[config.mk]
export PLATFORM = sky130hd
export DESIGN_NAME = adc_trig_seq
export DESIGN_NICKNAME = d
export VERILOG_FILES = /design/src/rtl/adc_trig_pkg.sv /design/src/rtl/trig_sync.sv /design/src/rtl/trig_qual.sv /design/src/rtl/seq_ctrl.sv /design/src/rtl/adc_trig_seq.sv
export SDC_FILE = /design/constraint.sdc
export NUM_CORES = 1
export LEC_CHECK = 0
export ABC_CLOCK_PERIOD_IN_PS = 4440
export CAP_MARGIN = 20
export CORE_AREA = 2 2 39 41
export CTS_BUF_LIST = sky130_fd_sc_hd__clkbuf_4 sky130_fd_sc_hd__clkbuf_8 sky130_fd_sc_hd__clkbuf_16
export CTS_CLUSTER_SIZE = 28
export DETAILED_ROUTE_END_ITERATION = 12
export DIE_AREA = 0 0 41 43
export DONT_BUFFER_PORTS = 1
export GPL_ROUTABILITY_DRIVEN = 0
export GPL_TIMING_DRIVEN = 0
export PLACE_DENSITY_LB_ADDON = 0.25
export SYNTH_ARGS = -nofsm -noshare
export SYNTH_HDL_FRONTEND = slang
export SYNTH_SLANG_ARGS = --single-unit
[constraint.sdc]
create_clock -name clk_i -period 4.44 [get_ports clk_i]
set_clock_uncertainty 0.1 [all_clocks]
set_input_delay 0.444 -clock clk_i [delete_from_list [all_inputs] [get_ports clk_i]]
set_output_delay 0.444 -clock clk_i [all_outputs]
set_load 0.005 [all_outputs]
[src/rtl/adc_trig_pkg.sv]
package adc_trig_pkg;

  // Sequencer control state
  typedef enum logic [1:0] {
    ST_IDLE  = 2'd0,
    ST_ARMED = 2'd1,
    ST_RUN   = 2'd2
  } seq_state_e;

  // Minimum depth for metastability protection on the trigger pin
  localparam int unsigned MIN_SYNC_STAGES = 2;

endpackage

[src/rtl/trig_sync.sv]
// Pin synchronizer with a history flop for edge detection
module trig_sync #(
  parameter int unsigned STAGES = 2
) (
  input  logic clk_i,
  input  logic rst_ni,
  input  logic pin_i,
  output logic lvl_o,
  output logic rise_o,
  output logic fall_o
);
  localparam int unsigned LAST = STAGES - 1;

  logic [STAGES-1:0] chain_q;
  logic              hist_q;

  generate
    for (genvar g = 0; g < STAGES; g++) begin : g_stage
      always_ff @(posedge clk_i or negedge rst_ni) begin
        if (!rst_ni) begin
          chain_q[g] <= 1'b0;
        end else if (g == 0) begin
          chain_q[g] <= pin_i;
        end else begin
          chain_q[g] <= chain_q[(g == 0) ? 0 : g-1];
        end
      end
    end
  endgenerate

  always_ff @(posedge clk_i or negedge rst_ni) begin
    if (!rst_ni) begin
      hist_q <= 1'b0;
    end else begin
      hist_q <= chain_q[LAST];
    end
  end

  assign lvl_o  = chain_q[LAST];
  assign rise_o = chain_q[LAST] & ~hist_q;
  assign fall_o = ~chain_q[LAST] & hist_q;

endmodule

[src/rtl/trig_qual.sv]
// Polarity and mode qualification of the synchronized trigger
module trig_qual (
  input  logic lvl_i,
  input  logic rise_i,
  input  logic fall_i,
  input  logic pol_i,
  input  logic level_mode_i,
  output logic hit_o,
  output logic act_edge_o
);
  logic act_lvl;

  always_comb begin
    act_lvl    = pol_i ? lvl_i : ~lvl_i;
    act_edge_o = pol_i ? rise_i : fall_i;
    hit_o      = level_mode_i ? act_lvl : act_edge_o;
  end

endmodule

[src/rtl/seq_ctrl.sv]
// Sequence state machine and overrun flag
module seq_ctrl
  import adc_trig_pkg::*;
(
  input  logic clk_i,
  input  logic rst_ni,
  input  logic trig_en_i,
  input  logic trig_level_i,
  input  logic scan_i,
  input  logic start_wr_i,
  input  logic ovr_clr_i,
  input  logic seq_done_i,
  input  logic hit_i,
  input  logic act_edge_i,
  output logic seq_start_o,
  output logic busy_o,
  output logic overrun_o
);
  seq_state_e state_q, state_d;
  logic       start_q, start_d;
  logic       ovr_q, ovr_d, ovr_en;
  logic       ovr_set;

  // Next-state logic
  always_comb begin
    state_d = state_q;
    start_d = 1'b0;
    if (start_wr_i) begin
      if (trig_en_i) begin
        state_d = ST_ARMED;
      end else begin
        state_d = ST_RUN;
        start_d = 1'b1;
      end
    end else begin
      unique case (state_q)
        ST_IDLE: state_d = ST_IDLE;
        ST_ARMED: begin
          if (trig_en_i && hit_i) begin
            state_d = ST_RUN;
            start_d = 1'b1;
          end
        end
        ST_RUN: begin
          if (seq_done_i) begin
            if (trig_en_i) begin
              if (trig_level_i && hit_i) begin
                start_d = 1'b1;
              end else begin
                state_d = ST_ARMED;
              end
            end else if (scan_i) begin
              start_d = 1'b1;
            end else begin
              state_d = ST_IDLE;
            end
          end
        end
        default: state_d = ST_IDLE;
      endcase
    end
  end

  // Overrun flag: start strobe wins, then a new overrun, then the clear strobe
  always_comb begin
    ovr_set = (state_q == ST_RUN) && trig_en_i && !trig_level_i && act_edge_i;
    ovr_en  = start_wr_i | ovr_set | ovr_clr_i;
    if (start_wr_i) begin
      ovr_d = 1'b0;
    end else if (ovr_set) begin
      ovr_d = 1'b1;
    end else begin
      ovr_d = 1'b0;
    end
  end

  // Registers
  always_ff @(posedge clk_i or negedge rst_ni) begin
    if (!rst_ni) begin
      state_q <= ST_IDLE;
      start_q <= 1'b0;
    end else begin
      state_q <= state_d;
      start_q <= start_d;
    end
  end

  always_ff @(posedge clk_i or negedge rst_ni) begin
    if (!rst_ni) begin
      ovr_q <= 1'b0;
    end else if (ovr_en) begin
      ovr_q <= ovr_d;
    end
  end

  assign seq_start_o = start_q;
  assign busy_o      = (state_q == ST_RUN);
  assign overrun_o   = ovr_q;

endmodule

[src/rtl/adc_trig_seq.sv]
// Conversion trigger sequencer top
module adc_trig_seq
  import adc_trig_pkg::*;
#(
  parameter int unsigned SYNC_STAGES = MIN_SYNC_STAGES
) (
  input  logic clk_i,
  input  logic rst_ni,
  input  logic trig_en_i,
  input  logic trig_level_i,
  input  logic trig_pol_i,
  input  logic scan_i,
  input  logic start_wr_i,
  input  logic ovr_clr_i,
  input  logic trig_pin_i,
  input  logic seq_done_i,
  output logic seq_start_o,
  output logic busy_o,
  output logic overrun_o
);
  localparam int unsigned STAGES_USED =
    (SYNC_STAGES < MIN_SYNC_STAGES) ? MIN_SYNC_STAGES : SYNC_STAGES;

  logic pin_lvl, pin_rise, pin_fall;
  logic hit, act_edge;

  trig_sync #(.STAGES(STAGES_USED)) i_sync (
    .clk_i  (clk_i),
    .rst_ni (rst_ni),
    .pin_i  (trig_pin_i),
    .lvl_o  (pin_lvl),
    .rise_o (pin_rise),
    .fall_o (pin_fall)
  );

  trig_qual i_qual (
    .lvl_i        (pin_lvl),
    .rise_i       (pin_rise),
    .fall_i       (pin_fall),
    .pol_i        (trig_pol_i),
    .level_mode_i (trig_level_i),
    .hit_o        (hit),
    .act_edge_o   (act_edge)
  );

  seq_ctrl i_ctrl (
    .clk_i        (clk_i),
    .rst_ni       (rst_ni),
    .trig_en_i    (trig_en_i),
    .trig_level_i (trig_level_i),
    .scan_i       (scan_i),
    .start_wr_i   (start_wr_i),
    .ovr_clr_i    (ovr_clr_i),
    .seq_done_i   (seq_done_i),
    .hit_i        (hit),
    .act_edge_i   (act_edge),
    .seq_start_o  (seq_start_o),
    .busy_o       (busy_o),
    .overrun_o    (overrun_o)
  );

endmodule

After elaboration in Yosys (flattened, before gate mapping)
Index checks and enable logic that the tools add are counted.
{"block": "totals", "latchBits": 0, "inputBits": 10, "mem_bits_ro": 0, "mem_count": 0, "register_bits": 7, "ramBits": 0, "out_inout_bits": 3}
{"block": "classes", "n_eq_ne": 6, "mux": 21, "mul": 0, "div_mod_pow": 0, "order_cmp": 0, "bitwise_logic": 6, "n_addsub": 0, "n_shift": 0, "reduce_logical": 7}
{"operator": "$mux W2", "count": 7}
{"operator": "$mux W1", "count": 12}
{"operator": "$ne A4 B4 Y1 const B", "count": 2}
{"operator": "$logic_and A1 B1 Y1", "count": 5}
{"operator": "$pmux W2 S2", "count": 1}
{"operator": "$reduce_and A4 Y1", "count": 1}
{"operator": "$ne A3 B2 Y1 const B", "count": 1}
{"operator": "$ne A3 B3 Y1 const B", "count": 1}
{"operator": "$and A1 B1 Y1", "count": 2}
{"operator": "$eq A2 B1 Y1 const B", "count": 1}
{"operator": "$eq A2 B2 Y1 const B", "count": 1}
{"operator": "$not A1 Y1", "count": 2}
{"operator": "$or A1 B1 Y1", "count": 2}
{"operator": "$pmux W1 S2", "count": 1}
{"operator": "$logic_not A1 Y1", "count": 1}

Depth between registers and ports, before layout
Gate-level depths: netlist (run 1).
{"block": "logic_depth", "word_depth": 10, "ltp_mapped": 5, "ltp_nobuf": 5}

By module
From an unflattened synthesis (run 1), not the netlist that was laid out.
{"block": "unflattened", "cells_unflattened": 43, "hier_area_um2": 407.9}
{"module": "seq_ctrl", "area_per_inst_um2": 277.8, "cells_each": 32, "seq_area_each_um2": 100.1, "n_inst": 1}
{"module": "trig_sync", "area_per_inst_um2": 90.1, "cells_each": 5, "seq_area_each_um2": 75.1, "n_inst": 1}
{"module": "trig_qual", "area_per_inst_um2": 40.0, "cells_each": 6, "seq_area_each_um2": 0.0, "n_inst": 1}

Worst setup path before layout (run 1)
Ideal clock, no wire load.
{"block": "synth_timing", "path_kind": "input port to flip-flop", "startpoint": "in trig_pol_i", "endpoint": "reg i_ctrl.state_q[1]", "arrival_ns": 1.238, "stages": 5, "setup_ns": 0.121, "path_slack_ns": 2.981, "path_cell_list": "or2_4 > a21oi_2 > o311a_4 > a31oi_4 > o22a_1"}
{"block": "synth_between", "elab_chain_cells": 5}
{"item": "start: declaration", "line_no": "adc_trig_seq.sv:11", "source": "input logic trig_pol_i,"}
{"item": "$mux W1, on equally long branches", "line_no": "trig_qual.sv:15, trig_qual.sv:14"}
{"item": "$mux W1 *", "line_no": "trig_qual.sv:16", "source": "hit_o = level_mode_i ? act_lvl : act_edge_o;"}
{"item": "$logic_and A1 B1 Y1, on equally long branches", "line_no": "seq_ctrl.sv:47, seq_ctrl.sv:39"}
{"item": "$ne A4 B4 Y1 (no line) / $ne A3 B2 Y1 (equally long branches)"}
{"item": "$reduce_and A4 Y1 (no line) *"}
{"item": "end signal: assignment", "line_no": "seq_ctrl.sv:83", "source": "state_q <= state_d;"}
{"item": "end: declaration", "line_no": "seq_ctrl.sv:19", "source": "seq_state_e state_q, state_d;"}
Mark *: on every way between the ends. The rest lies on a longest branch, timed or not.
A chain may end at the register's enable or synchronous reset.

Worst setup path in the final report (run 1)
{"block": "layout_timing", "startpoint": "reg i_sync.chain_q[1] (netlist: i_sync.lvl_o)", "endpoint": "reg i_ctrl.state_q[0]"}
{"block": "layout_between", "elab_chain_cells": 7}
{"item": "start: declaration", "line_no": "trig_sync.sv:14", "source": "logic [STAGES-1:0] chain_q;"}
{"item": "start signal: indexed assignment", "line_no": "trig_sync.sv:23", "source": "chain_q[g] <= pin_i;"}
{"item": "start signal: indexed assignment", "line_no": "trig_sync.sv:25", "source": "chain_q[g] <= chain_q[(g == 0) ? 0 : g-1];"}
{"item": "$not A1 Y1", "line_no": "trig_sync.sv:41, trig_qual.sv:14"}
{"item": "$and A1 B1 Y1", "line_no": "trig_sync.sv:41", "source": "assign fall_o = ~chain_q[LAST] & hist_q;"}
{"item": "$mux W1", "line_no": "trig_qual.sv:15", "source": "act_edge_o = pol_i ? rise_i : fall_i;"}
{"item": "$mux W1 *", "line_no": "trig_qual.sv:16"}
{"item": "$logic_and A1 B1 Y1, on equally long branches", "line_no": "seq_ctrl.sv:47, seq_ctrl.sv:39"}
{"item": "$ne A4 B4 Y1 (no line) / $ne A3 B2 Y1 (equally long branches)"}
{"item": "$reduce_and A4 Y1 (no line) *"}
Marks and branches as above.

==> results of run 1 <==
registers in the layout, summed over array words and instances (netlist names):
register and count:
i_ctrl.state_q 2, i_ctrl.overrun_o 1, i_ctrl.seq_start_o 1, i_sync.chain_q 1, i_sync.hist_q 1, i_sync.lvl_o 1
metal layers:
metal | share of wire (%) | up-vias
met5 | 0 | -
met4 | 0 | 0
met3 | 11 | 0
met2 | 50 | 12
met1 | 38 | 147
li1 | - | 148
stage by stage:
step                      power, mW  std cells  setup slack, ns  cell area, µm²  hold WS, ns
final                         0.168         60             2.86             469        0.130
after global routing          0.180         60             2.75             469        0.108
after CTS                     0.172         60             2.85             469        0.119
after detailed placement      0.107         55             2.87             429       0.0486
after global placement        0.104         55             2.92             429       0.0486
after floorplan               0.100         39             2.98             409       0.0484
worst paths after layout:
check / startpoint / endpoint / slack (ns)
max: i_sync.lvl_o / i_ctrl.state_q[0] / 2.86
min: trig_pin_i / i_sync.chain_q[0] / 0.13
max reg2reg: i_sync.lvl_o / i_ctrl.state_q[0] / 2.86
min reg2reg: i_sync.chain_q[0] / i_sync.lvl_o / 0.25
max in group asynchronous: rst_ni / i_sync.hist_q / 3.59
min in group asynchronous: rst_ni / i_ctrl.seq_start_o / 0.42
kinds of logic after synthesis:
| family | after synthesis |
|---|---|
| AND/OR/NAND/NOR | 15 |
| adder cells (fa/ha/maj) | 2 |
| multiplexers | 1 |
| flip-flops | 7 |
| AO/OA/AOI/OAI | 10 |
| buffers and inverters | 4 |
report_power, final:
| part | switching (mW) | leakage [nW] | total [mW] | internal (mW) |
|---|---|---|---|---|
| combinational | 0.0187 | 0.0954 | 0.0342 | 0.0155 |
| sequential | 0.00404 | 0.0868 | 0.0736 | 0.0696 |
| clock | 0.0203 | 0.0184 | 0.0604 | 0.0402 |
| total | 0.0430 | 0.201 | 0.168 | 0.125 |
worst register-to-register path: stages, from the launching register on:
cell     delay, ns
dfrtp_1       0.42
or2_4         0.27
o22ai_1       0.16
nand2_2       0.10
a31oi_4       0.20
mux2i_1       0.23
final cells by class:
type                    instances  area (µm²)
well taps                      16        20.0
fillers                       142         915
clock buffers                   4        30.0
multi-input cells              28         219
repair buffers                  1        10.0
inverters                       4        15.0
flip-flops and latches          7         175
cells in the mapped netlist (all sizes together):
master   instances  share of area, %
a21oi            2               3.4
a31oi            1               5.2
nand4b           1               2.1
ha               2               6.1
o2111ai          1               2.1
o311a            1               5.2
nand2            5               5.2
o21ai            2               2.4
clkinv           1              0.92
o22a             1               2.1
dfrtp            7                43
mux2i            1               2.4
or2              1               2.1
nand2b           3               4.6
inv              3               2.8
nor2             2               1.8
nor2b            2               3.1
o311ai           1               2.1
nand3b           1               1.8
o22ai            1               1.5
==> impl_results.md, run 1 <==
* Post-synthesis adder-cell area fraction at 6.12%
* Worst-path cell chain: or2_4 -> o22ai_1 -> nand2_2 -> a31oi_4 -> mux2i_1
* DRC at 0
* CP arrival at 1.63 ns
* Total iterations of the first detailed-routing run at 1
* Area Overhead vs Synth at 14.7%
* Clock Latency Late Sink at 0.24 ns
* Yosys cell types at 22
* Setup violators final at 0
* Synth Area in Compound Gates at 24.2%
* Row Count at 14
* Root buf cell: clkbuf_4
* Final Hold Fails at 0
* Register area share after synthesis at 42.8%
* Fin crit share at 35.5%
* Initial core utilization at 29.6%
* Finished Core Util at 33.9%
* Gr usage total at 11.0%
* Die Span Y at 43 µm
* Post-synthesis mux area share at 2.45%
* Power per cell area at 359 nW/µm²
* Highest-delay cell along the critical path: dfrtp_1
* Cts repair resizes at 0
* # Post-CTS Setup Buffers at 0
* Critical path type: reg2reg
* Fmax achieved at 634 MHz
* Startpoint types: register
* Clock sinks at 7
* H-tree levels at 1
* # Max-Cap Violations at 0
* CP top delay family: flip-flops
* Worst-path maximum fanout at 5
* Mapped Nets at 51
* Worst reg2reg path depth at 5
* Max Slew Vio Count at 0
* Worst slew margin at 80.1%
* Status: completed
* Clk pin slew, worst setup/hold paths at 0.05 ns
* Placed wire-length estimate at 664 µm
* CTS Buf Count at 3
* Die footprint at 1760 µm²
* TNS Setup at 0 ns
* 1st-iter DRT viols at 0
* Worst Tran Pin Value at 0.293 ns
* First-pass GRT wire length at 1300 µm
* Hold Path Class: in2reg
* CTS tree: built
* Hold path depth at 0
* DR vias/cell at 5.12
* WL/cell at 13.0 µm
* IO buf count at 0
* Slowest cell delay on critical path at 0.42 ns
* Met1 Resource Use GR at 12.3%
* Ant diodes at 0
* Met2 track demand over resource at 15.9%
* CP Depth at 5
* Lkg Pwr at 0.201 nW
* Yosys warning total at 0
* Hold buffer count at CTS at 1
* Seq cells post-synth at 7
* ANT nets after route at 0
* Die extent in x at 41 µm
* Core area at 1380 µm²
* GR peak layer: met2
* Commonest non-fill, non-tap cell in the layout: dfrtp_1
* Nets at 57
* Deepest clock path buffer count at 2
* Vias at 307
* Largest family of logic cells by synthesized area: compound AO/OA/AOI/OAI gates
* Most frequent cells in the layout: dfrtp_1 (7), nand2_1 (4), clkbuf_4 (4)
* Share of layout cells above drive strength 1 at 20.5%
* Grt total ovfl at 0
* Peak supply drop at 0.165 mV
* Synth Area per Inst at 10.5 µm²
* Synth Cell Area at 409 µm²
* Post-Syn Instances at 39
* Xor-xnor portion of the synthesized cell area at 0%
* Crit. End Element: register
* Initial antenna violation count at 0
* Largest net degree at the start of global routing at 8
* Worst Path Buf+Inv at 0
* RSZ-0062 raised after global routing: no
* Simple-gate share of the synthesized area at 20.8%
* CP required at 4.49 ns
* Total detailed-routing wirelength at 782 µm
* I/O Pins at 13
* Final Critical Period at 1.58 ns
* Vias in the first global route at 361
* Met3 Usage GRT at 6.28%
Note: power is estimated with default switching activity, not from simulation.
==> inputs of run 2 (changes only) <==
--- a/config.mk
+++ b/config.mk
@@ -5,7 +5,7 @@
 export SDC_FILE = /design/constraint.sdc
 export NUM_CORES = 1
 export LEC_CHECK = 0
-export ABC_CLOCK_PERIOD_IN_PS = 4440
+export ABC_CLOCK_PERIOD_IN_PS = 1650
 export CAP_MARGIN = 20
 export CORE_AREA = 2 2 39 41
 export CTS_BUF_LIST = sky130_fd_sc_hd__clkbuf_4 sky130_fd_sc_hd__clkbuf_8 sky130_fd_sc_hd__clkbuf_16
==> constraint.sdc (replaced) <==
create_clock -name clk_i -period 1.65 [get_ports clk_i]
set_clock_uncertainty 0.1 [all_clocks]
set_input_delay 0.165 -clock clk_i [delete_from_list [all_inputs] [get_ports clk_i]]
set_output_delay 0.165 -clock clk_i [all_outputs]
set_load 0.005 [all_outputs]
==> impl_results.md, run 2 (synthesized netlist as in run 1, its figures left out) <==
* Highest-delay cell along the critical path: dfrtp_1
* Hold Path End: i_ctrl.overrun_o
* FF-to-FF End: i_ctrl.state_q[0]
* Internal power at 0.346 mW (+180%)
* Clk pin slew, worst setup/hold paths at 0.05 ns (about the same)
* Worst setup margin at 0.130 ns (-2.73 ns)
* Row Count at 14 (unchanged)
* Area Overhead vs Synth at 27.8%
* Worst slew margin at 80.2% (about the same)
* 1st-iter DRT viols at 0 (unchanged)
* CTS tree: built
* Core area at 1380 µm² (unchanged)
* Peak supply drop at 0.444 mV (+170%)
* Final Hold Fails at 0 (unchanged)
* Max Slew Vio Count at 0 (unchanged)
* Hold path depth at 2 (+2)
* Placed wire-length estimate at 664 µm (unchanged)
* Final Critical Period at 1.52 ns (-0.0586 ns)
* Die footprint at 1760 µm² (unchanged)
* Critical path type: reg2reg
* CP required at 1.70 ns (-2.79 ns)
* Hold Path Class: in2reg
* Nets at 62 (+8.8%)
* CP arrival at 1.57 ns (-0.06 ns)
* Total iterations of the first detailed-routing run at 1 (unchanged)
* Biggest register: i_ctrl.state_q
* Reg power frac at 42.6% (-1.2 points)
* Worst r2r src: i_sync.lvl_o
* Vias at 331 (+7.8%)
* First-pass GRT wire length at 1370 µm (+5.3%)
* Root buf cell: clkbuf_4
* Max reg flops at 2 (unchanged)
* Worst reg2reg path depth at 5 (unchanged)
* # Max-Cap Violations at 0 (unchanged)
* Crit. End Element: register
* Gr usage total at 11.5% (+0.51 points)
* RSZ-0062 raised after global routing: no
* Sw Pwr at 0.118 mW (+180%)
* WL/cell at 12.6 µm (-3.2%)
* Fmax achieved at 658 MHz (+3.9%)
* Net Sw Frac at 25.5% (-0.074 points)
* Status: completed
* Lkg Pwr at 0.224 nW (+12%)
* Reg2Reg Setup Slack at 0.13 ns (-2.73 ns)
* Initial antenna violation count at 0 (unchanged)
* Deepest clock path buffer count at 2 (unchanged)
* CTS Buf Count at 3 (unchanged)
* Commonest non-fill, non-tap cell in the layout: dfrtp_1
* Clock sinks at 7 (unchanged)
* Ant diodes at 0 (unchanged)
* Total detailed-routing wirelength at 820 µm (+4.9%)
* ANT nets after route at 0 (unchanged)
* Die extent in x at 41 µm (unchanged)
* Logic pwr share at 22.4% (+2.1 points)
* H-tree levels at 1 (unchanged)
* Setup violators final at 0 (unchanged)
* Die Span Y at 43 µm (unchanged)
* Finished Core Util at 37.8% (+3.9 points)
* Clk network pwr share at 35.0% (-0.9 points)
* Power per cell area at 888 nW/µm² (+150%)
* Startpoint types: register
* Vias in the first global route at 374 (+3.6%)
* I/O Pins at 13 (unchanged)
* FF/Latch Area at 175 µm² (unchanged)
* DR vias/cell at 5.09 (-0.48%)
* Worst Hold Launch: trig_level_i
* Share of layout cells above drive strength 1 at 22.4% (+2.0 points)
* Initial core utilization at 29.6% (unchanged)
* Worst-path cell chain: or2_4 -> o22ai_2 -> nand2_2 -> a31oi_4 -> mux2i_1
* Slowest cell delay on critical path at 0.41 ns (about the same)
* Post-Place Setup Slack at 0.0787 ns (-2.79 ns)
* Fin crit share at 92.1% (+57 points)
* DRC at 0 (unchanged)
* IO buf count at 0 (unchanged)
* TNS Setup at 0 ns (unchanged)
* # fillers at 147 (+3.5%)
* Multi-input gate area at 225 µm² (+2.9%)
* Worst Tran Pin Value at 0.293 ns (-0.000202 ns)
* Grt total ovfl at 0 (unchanged)
* Clock Latency Late Sink at 0.24 ns (about the same)
* Most frequent cells in the layout: dfrtp_1 (7), dlygate4sd3_1 (5), nand2_1 (4), clkbuf_4 (4)
* Largest net degree at the start of global routing at 8 (unchanged)
* Worst-path maximum fanout at 4 (-1)
## run 2: changes by cell type in the layout (fill, tap and decap cells not counted)
cell	before	now
dlygate4sd3_1	1	5
buf_4	0	1
o22ai_2	0	1
o22ai_1	1	0
## run 2: cell type report
type / count / area share, %
multi-input cells: 28 / 43.1
inverters: 4 / 2.87
well taps: 16 / 3.83
flip-flops and latches: 7 / 33.5
repair buffers: 6 / 11.0
clock buffers: 4 / 5.74
## run 2: how the worst max path moves through the flow
stage                            start  slack [ns]  cells after the start                 to
after floorplan           i_sync.lvl_o        0.21                      5  i_ctrl.state_q[1]
after global placement    i_sync.lvl_o        0.13                      5  i_ctrl.state_q[0]
after detailed placement  i_sync.lvl_o        0.08                      5  i_ctrl.state_q[0]
after CTS                 i_sync.lvl_o        0.06                      5  i_ctrl.state_q[0]
after global routing      i_sync.lvl_o        0.04                      5  i_ctrl.state_q[0]
final                     i_sync.lvl_o        0.13                      5  i_ctrl.state_q[0]
## run 2: worst max-delay path, delay by kind of cell (launching register included)
family / cells / cell delay (ns)
flip-flops: 1 / 0.41
AND/OR/NAND/NOR: 2 / 0.37
AO/OA/AOI/OAI: 2 / 0.33
multiplexers: 1 / 0.23
## run 2: per-stage QoR
stage                     hold WS [ns]  total power, mW  cells  area (µm²)
after global routing            0.0175            0.497     65         523
after detailed placement        -0.230            0.289     55         429
final                           0.0128            0.464     65         523
after floorplan                 -0.231            0.270     39         409
after global placement          -0.230            0.281     55         429
after CTS                      0.00381            0.471     64         509
## run 2: power groups by stage
stage / Clock (mW) / Combinational, mW / Sequential (mW)
6_report: 0.163 / 0.104 / 0.198
5_1_grt: 0.183 / 0.115 / 0.199
4_1_cts: 0.172 / 0.101 / 0.198
3_5_place_dp: 0 / 0.0880 / 0.201
3_3_place_gp: 0 / 0.0811 / 0.199
2_1_floorplan: 0 / 0.0725 / 0.198
## run 2: routing by layer
| metal | global-route usage [%] | vias up | wire, µm |
|---|---|---|---|
| li1 | - | 159 | - |
| met1 | 13.6 | 160 | 329 |
| met2 | 16.9 | 12 | 411 |
| met3 | 5.76 | 0 | 80 |
| met4 | 4.67 | 0 | 0 |
| met5 | 0 | - | 0 |
## run 2: repair_timing
action,in CTS,in global routing
gates resized for setup,0,1
endpoints found under the setup margin,0,1
hold endpoints to repair,9,0
hold buffers,5,0
setup buffers,0,1
